==> src/rtl/wpg_pkg.sv <==
package wpg_pkg;
  typedef struct packed {
    logic setWel;
    logic clrWel;
    logic loadStatus;
    logic grantArray;
    logic armAbort;
    logic clearAbort;
  } wpgStrobe_t;
endpackage

==> src/rtl/wpg_ctrl.sv <==
module wpg_ctrl
  import wpg_pkg::*;
#(
  parameter int ADDR_W = 16
) (
  input  logic              clk,
  input  logic              rstN,
  input  logic              cmdSetWel,
  input  logic              cmdClrWel,
  input  logic              cmdWrStatus,
  input  logic              statShifting,
  input  logic              cmdArrayWrite,
  input  logic [ADDR_W-1:0] arrayAddr,
  input  logic              wpPinN,
  input  logic              busy,
  input  logic              cycleDone,
  input  logic              wpenQ,
  input  logic [1:0]        bpQ,
  input  logic              welQ,
  input  logic              abortQ,
  output wpgStrobe_t        strobe
);
  localparam int TOP_LSB = ADDR_W - 2;

  logic       idle;
  logic       hwLock;
  logic [1:0] topBits;
  logic       inRegion;

  assign idle    = ~busy;
  assign hwLock  = wpenQ & ~wpPinN;
  assign topBits = arrayAddr[TOP_LSB +: 2];

  always_comb begin
    unique case (bpQ)
      2'b00:   inRegion = 1'b0;
      2'b01:   inRegion = (topBits == 2'b11);
      2'b10:   inRegion = topBits[1];
      default: inRegion = 1'b1;
    endcase
  end

  always_comb begin
    strobe            = '0;
    strobe.setWel     = idle & cmdSetWel & ~cmdClrWel;
    strobe.clrWel     = (idle & cmdClrWel) | cycleDone;
    strobe.loadStatus = idle & cmdWrStatus & welQ & ~hwLock & ~abortQ;
    strobe.grantArray = idle & cmdArrayWrite & welQ & ~inRegion;
    strobe.armAbort   = statShifting & hwLock;
    strobe.clearAbort = cmdWrStatus;
  end

  // whole-array level never grants an array write
  assert_all_protected_R8: assert property (@(posedge clk) disable iff (!rstN)
    (bpQ == 2'b11) |-> !strobe.grantArray);

  // no status load while the lock condition holds
  assert_lock_blocks_status_R7: assert property (@(posedge clk) disable iff (!rstN)
    (wpenQ && !wpPinN) |-> !strobe.loadStatus);
endmodule

==> src/rtl/wpg_datapath.sv <==
module wpg_datapath
  import wpg_pkg::*;
(
  input  logic       clk,
  input  logic       rstN,
  input  wpgStrobe_t strobe,
  input  logic [7:0] wrStatusData,
  input  logic       busy,
  input  logic       cycleDone,
  output logic       wpenQ,
  output logic [1:0] bpQ,
  output logic       welQ,
  output logic       abortQ,
  output logic [7:0] statusByte,
  output logic       statusWrOk,
  output logic       arrayWrOk
);
  localparam int WPEN_BIT = 7;
  localparam int BP_LSB   = 2;

  always_ff @(posedge clk) begin
    if (!rstN) begin
      wpenQ      <= 1'b0;
      bpQ        <= 2'b00;
      welQ       <= 1'b0;
      abortQ     <= 1'b0;
      statusWrOk <= 1'b0;
      arrayWrOk  <= 1'b0;
    end else begin
      if (strobe.clrWel)      welQ <= 1'b0;
      else if (strobe.setWel) welQ <= 1'b1;
      if (strobe.loadStatus) begin
        wpenQ <= wrStatusData[WPEN_BIT];
        bpQ   <= wrStatusData[BP_LSB +: 2];
      end
      if (strobe.clearAbort)    abortQ <= 1'b0;
      else if (strobe.armAbort) abortQ <= 1'b1;
      statusWrOk <= strobe.loadStatus;
      arrayWrOk  <= strobe.grantArray;
    end
  end

  assign statusByte = busy ? 8'hFF : {wpenQ, 3'b000, bpQ, welQ, 1'b0};

  // an array permit only follows a cycle with the latch set
  assert_array_needs_wel_R9: assert property (@(posedge clk) disable iff (!rstN)
    arrayWrOk |-> $past(welQ));

  // write completion leaves the latch clear
  assert_done_clears_wel_R5: assert property (@(posedge clk) disable iff (!rstN)
    cycleDone |=> !welQ);

  // while busy without completion, latch and protect bits hold
  assert_busy_freeze_R11: assert property (@(posedge clk) disable iff (!rstN)
    (busy && !cycleDone) |=> ($stable(welQ) && $stable(bpQ) && $stable(wpenQ)));
endmodule

==> src/rtl/wp_status_guard.sv <==
module wp_status_guard
  import wpg_pkg::*;
#(
  parameter int ADDR_W = 16
) (
  input  logic              clk,
  input  logic              rstN,
  input  logic              cmdSetWel,
  input  logic              cmdClrWel,
  input  logic              cmdWrStatus,
  input  logic [7:0]        wrStatusData,
  input  logic              statShifting,
  input  logic              cmdArrayWrite,
  input  logic [ADDR_W-1:0] arrayAddr,
  input  logic              wpPinN,
  input  logic              busy,
  input  logic              cycleDone,
  output logic [7:0]        statusByte,
  output logic              statusWrOk,
  output logic              arrayWrOk
);
  wpgStrobe_t strobe;
  logic       wpenQ;
  logic [1:0] bpQ;
  logic       welQ;
  logic       abortQ;

  wpg_ctrl #(.ADDR_W(ADDR_W)) ctrl_i (
    .clk(clk), .rstN(rstN),
    .cmdSetWel(cmdSetWel), .cmdClrWel(cmdClrWel), .cmdWrStatus(cmdWrStatus),
    .statShifting(statShifting), .cmdArrayWrite(cmdArrayWrite),
    .arrayAddr(arrayAddr), .wpPinN(wpPinN), .busy(busy), .cycleDone(cycleDone),
    .wpenQ(wpenQ), .bpQ(bpQ), .welQ(welQ), .abortQ(abortQ), .strobe(strobe)
  );

  wpg_datapath dp_i (
    .clk(clk), .rstN(rstN), .strobe(strobe), .wrStatusData(wrStatusData),
    .busy(busy), .cycleDone(cycleDone),
    .wpenQ(wpenQ), .bpQ(bpQ), .welQ(welQ), .abortQ(abortQ),
    .statusByte(statusByte), .statusWrOk(statusWrOk), .arrayWrOk(arrayWrOk)
  );
endmodule

==> config.mk <==
export PLATFORM = sky130hd
export DESIGN_NAME = wp_status_guard
export DESIGN_NICKNAME = d
export VERILOG_FILES = /design/src/rtl/wpg_pkg.sv /design/src/rtl/wpg_ctrl.sv /design/src/rtl/wpg_datapath.sv /design/src/rtl/wp_status_guard.sv
export SDC_FILE = /design/constraint.sdc
export NUM_CORES = 1
export LEC_CHECK = 0
export ABC_AREA = 1
export BUFFER_PORTS_ARGS = -buffer_cell sky130_fd_sc_hd__buf_2
export CAP_MARGIN = 20
export CORE_AREA = 4 4 41 43
export CTS_BUF_LIST = sky130_fd_sc_hd__clkbuf_4 sky130_fd_sc_hd__clkbuf_8
export CTS_CLUSTER_SIZE = 14
export DETAILED_ROUTE_END_ITERATION = 10
export DIE_AREA = 0 0 45 47
export GPL_ROUTABILITY_DRIVEN = 1
export GPL_TIMING_DRIVEN = 1
export PLACE_DENSITY_LB_ADDON = 0.1
export RECOVER_POWER = 100
export SETUP_SLACK_MARGIN = 0.02
export SYNTH_ARGS = -nofsm -noshare
export SYNTH_HDL_FRONTEND = slang
export SYNTH_HIERARCHICAL = 1
export SYNTH_SLANG_ARGS = --single-unit
==> constraint.sdc <==
create_clock -name clk -period 2.1 [get_ports clk]
set_input_delay 0.21 -clock clk [delete_from_list [all_inputs] [get_ports clk]]
set_output_delay 0.21 -clock clk [all_outputs]
set_load 0.01 [all_outputs]
# Yosys cells after proc, flatten, opt, wreduce, memory -nomap -nowiden
# Cells that the tools add are included.
[totals]
regBits = 7
inputBits = 34
output_inout_bits = 10
word_cells = 34
[op_classes]
n_eq_ne = 3
muxes = 2
bitwise_logic = 20
n_reduce_logical = 3
[ops]
columns = ["operator", "n"]
rows = [
  ["$and 1x1->1", 12],
  ["$mux 8", 1],
  ["$not 1->1", 7],
  ["$eq 2x2->1 const B", 2],
  ["$reduce_or 2->1", 2],
  ["$pmux 1 s3", 1],
  ["$eq 2x1->1 const B", 1],
  ["$logic_not 2->1", 1],
  ["$or 1x1->1", 1],
]

# Logic depth before layout (Yosys ltp)
[depth]
depth_word = 5
depth_mapped = 6
ltp_nobuf = 6

# Hierarchy
# Netlist, hierarchy kept.
[modules_own_cells]
columns = ["module", "n_inst", "cells_each", "area_each_um2", "seq_area_each_um2"]
rows = [
  ["wpg_datapath", 1, 42, 296.5, 140.1],
  ["wpg_ctrl", 1, 17, 87.6, 0.0],
]

# Worst setup path after synthesis
# OpenSTA, ideal clock, no wires.
[synth_path]
kind = "register to register"
start = "register dp_i.wpenQ"
end = "register dp_i.bpQ[1]"
setup_ps = 113
arrival_time_ps = 861
required_time_ps = 1987
path_slack_ps = 1127
stages_incl_launch_ff = 7
n_path_buf = 0
period_less_slack_ps = 973
cell_sequence = "dfxtp_1 inv_1 nor2_1 nor3_2 nand2_1 nand2_1 nor2_1"
[synth_rtl]
columns = ["item", "line_no", "source"]
rows = [
  ["start: declaration", "wpg_datapath.sv:10", "output logic wpenQ,"],
  ["start signal: assignment", "wpg_datapath.sv:33", "wpenQ <= wrStatusData[WPEN_BIT];"],
  ["end signal: assignment", "wpg_datapath.sv:34", "bpQ <= wrStatusData[BP_LSB +: 2];"],
  ["end: declaration", "wpg_datapath.sv:11", "output logic [1:0] bpQ,"],
]

==> results.ini <==
[worst_setup_path]
cp.required_ns=2.24
critical_path_capture_point_type=register
setup.reg_to_reg.worst_slack_ns=0.72
worst-path-max-fanout=7
critical_path.reg2reg.startpoint=dp_i/welQ
r2r.worst_path.cells=5
critical_path.startpoint_type=register
crit_start=dp_i/welQ
timing.rr.end=dp_i/wpenQ
worstSetupPathType=reg -> reg
worstPathArrival_ns=1.52

[drt]
drc_errors=0
wire_per_inst_um=8.876
drt_via_density=4.000
initialDrtViolationCount=1
residual_antenna_violating_net_count_after_detailed_routing=0
vias_post_dr=388
postRouteWirelength_um=861
drt_first_pass_iters=2

[global_route]
grt_util_met2_pct=13.28
globalRouteOverflowTotal=0
gr-max-usage-layer=met2
grt_use_met1_pct=10.55
antenna_found_initial=0
grtUsageMet3_pct=2.682
grt_pass1_vias=336
grt_pass1_wl_um=1290
grt_max_degree=10
grt_usage_pct=8.637

[sta]
slew_viol_final=0
relSlewSlack_pct=48.68
final-hold-violation-count=0
period_share_pct=65.91
final-setup-viol-count=0
worst_pin_slew_ns=0.7639
final_period_minus_worst_setup_slack_ns=1.384
timing.clock.skew_ns=0.007875
clock.fmax_mhz=722.5
setup_repair_after_global_routing_missed_its_margin=false
fin_setup_tns_ns=0

[floorplan]
die_w_um=45
die_y_um=47
rows=13
floorplan.initialDensity_pct=29.52
total_die_area_um2=2115
placeableCoreArea_um2=1301
floorplan.io_pins=44

[place]
gp_congestion=0.6632
placedInstanceArea_um2=485.5
place_hpwl_um=660.9
numPortBuffers=24

[cts]
clock_path_buffers=2
cts_tree=done
insertion_delay_ns=0.25
cts_inserted_buffers=3
cts-htree-levels=1
cts.root.buffer_cell=clkbuf_4
clkTransAtPathRegs_ns=0.05
post_cts_resized=0
cts_sinks=7
hold_buffers=0
postcts_setup_bufs=0

[status]
outcome=completed

[logic_synthesis]
synth.yosys.seq_area_share_pct=36.48
synth_xor_area_share_pct=0
synth.ff_latch_count=7
synth_largest_type_area_fraction_pct=36.48
yosys.area.top_type=dfxtp_1
synthCells=59
synthMuxAreaShare_pct=0
synthDistinctLibCells=13
synthTopCellsByArea=dfxtp_1 (36%), nand2_1 (13%), nor2_1 (13%)
synth-compound-area-share_pct=3.583
net_count_of_the_mapped_netlist=93
post_synth_instance_area_um2=384.1
synthesis.yosys.warnings=6
synthSimpleGateAreaFrac_pct=39.41
post_synthesis_area_per_instance_um2=6.510
adder_cell_share_of_the_synthesized_area_pct=0
synth_top_family_by_area=simple AND/OR/NAND/NOR gates

[finish]
area_growth_pct=29.32
area_of_all_placed_cells_without_fillers_um2=496.7
final_net_count=117
post_route_cells_drive_above_1_share_pct=28.05
antenna-diode-count=0
most_frequent_cells_in_the_layout=nor2_1 (13), nand2_1 (13), buf_2 (13)

[min_path]
min_delay_path_depth=4
hold_path_end=dp_i/abortQ
holdCritPathClass=in -> reg
hold_sp=cmdWrStatus

[pwr]
power.leakage_nw=0.2619
power.density_nw_per_um2=620.2
max-vdd-ir-drop_mv=0.2649

[job]
drv.max_cap_violation_count=0

## synth_stat cells
cell and count:
nand2_1 13, nor3_2 1, nor3b_1 1, nand4_1 1
dfxtp_1 7, nor2_1 13, inv_2 1, buf_4 5
or2_2 4, a21oi_1 1, a21o_2 1, nand3_1 1
inv_1 10
## final cells by class
| type | count | area, µm² |
|---|---|---|
| clock buffer | 4 | 30.03 |
| tap | 15 | 18.77 |
| timing repair buffer | 24 | 106.4 |
| inverter | 11 | 41.29 |
| multi-input combinational | 36 | 160.2 |
| fill | 168 | 804.5 |
| sequential | 7 | 140.1 |
## how the worst max path moves through the flow
stage,slack (ns),endpoint,cells past startpoint
after global routing,0.46,dp_i/bpQ[0],5
final,0.72,dp_i/wpenQ,5
after CTS,0.87,statusByte[2],2
after floorplan,1.13,dp_i/bpQ[1],6
after global placement,0.89,dp_i/bpQ[0],7
after detailed placement,0.86,dp_i/bpQ[0],7
## through the flow
step | power [mW] | setup slack [ns] | hold slack, ns | std cells | util (%)
3_5_place_dp | 0.1805 | 0.8600 | 0.4681 | 93 | 37.31
6_report | 0.3081 | 0.7159 | 0.2148 | 97 | 38.17
3_3_place_gp | 0.1804 | 0.8867 | 0.4641 | 93 | 37.31
5_1_grt | 0.3227 | 0.4615 | 0.2307 | 97 | 38.17
2_1_floorplan | 0.1620 | 1.127 | 0.3035 | 59 | -
4_1_cts | 0.3166 | 0.8667 | 0.2101 | 97 | 39.62
## registers in the layout, summed over array words and instances, names as in the netlist
register         flops
dp_i/bpQ             2
dp_i/abortQ          1
dp_i/arrayWrOk       1
dp_i/statusWrOk      1
dp_i/welQ            1
dp_i/wpenQ           1
## cell families (layout without fill, tap and decap cells)
| family | count (synthesis) | count (layout) |
|---|---|---|
| buffers and inverters | 16 | 39 |
| AO/OA/AOI/OAI | 2 | 2 |
| flip-flops | 7 | 7 |
| AND/OR/NAND/NOR | 34 | 34 |
## routing by layer
| metal | wire [µm] | share of wire [%] |
|---|---|---|
| met5 | 0 | 0 |
| met3 | 110 | 13 |
| met4 | 0 | 0 |
| met2 | 327 | 38 |
| met1 | 423 | 49 |
## report_power, final
group          total, mW  switching, mW  internal, mW  leakage [nW]
sequential         0.135       0.000719         0.134        0.0564
combinational     0.0404         0.0211        0.0193         0.187
clock              0.133         0.0478        0.0853        0.0184
## critical path, cell delays in order (launching register included)
cell and delay, ns:
dfxtp_1 0.37, nand3_1 0.09, nor3_1 0.60, nand2_1 0.11, nand2_1 0.08, nor2_1 0.03
Power figures use the tool's default switching activity.
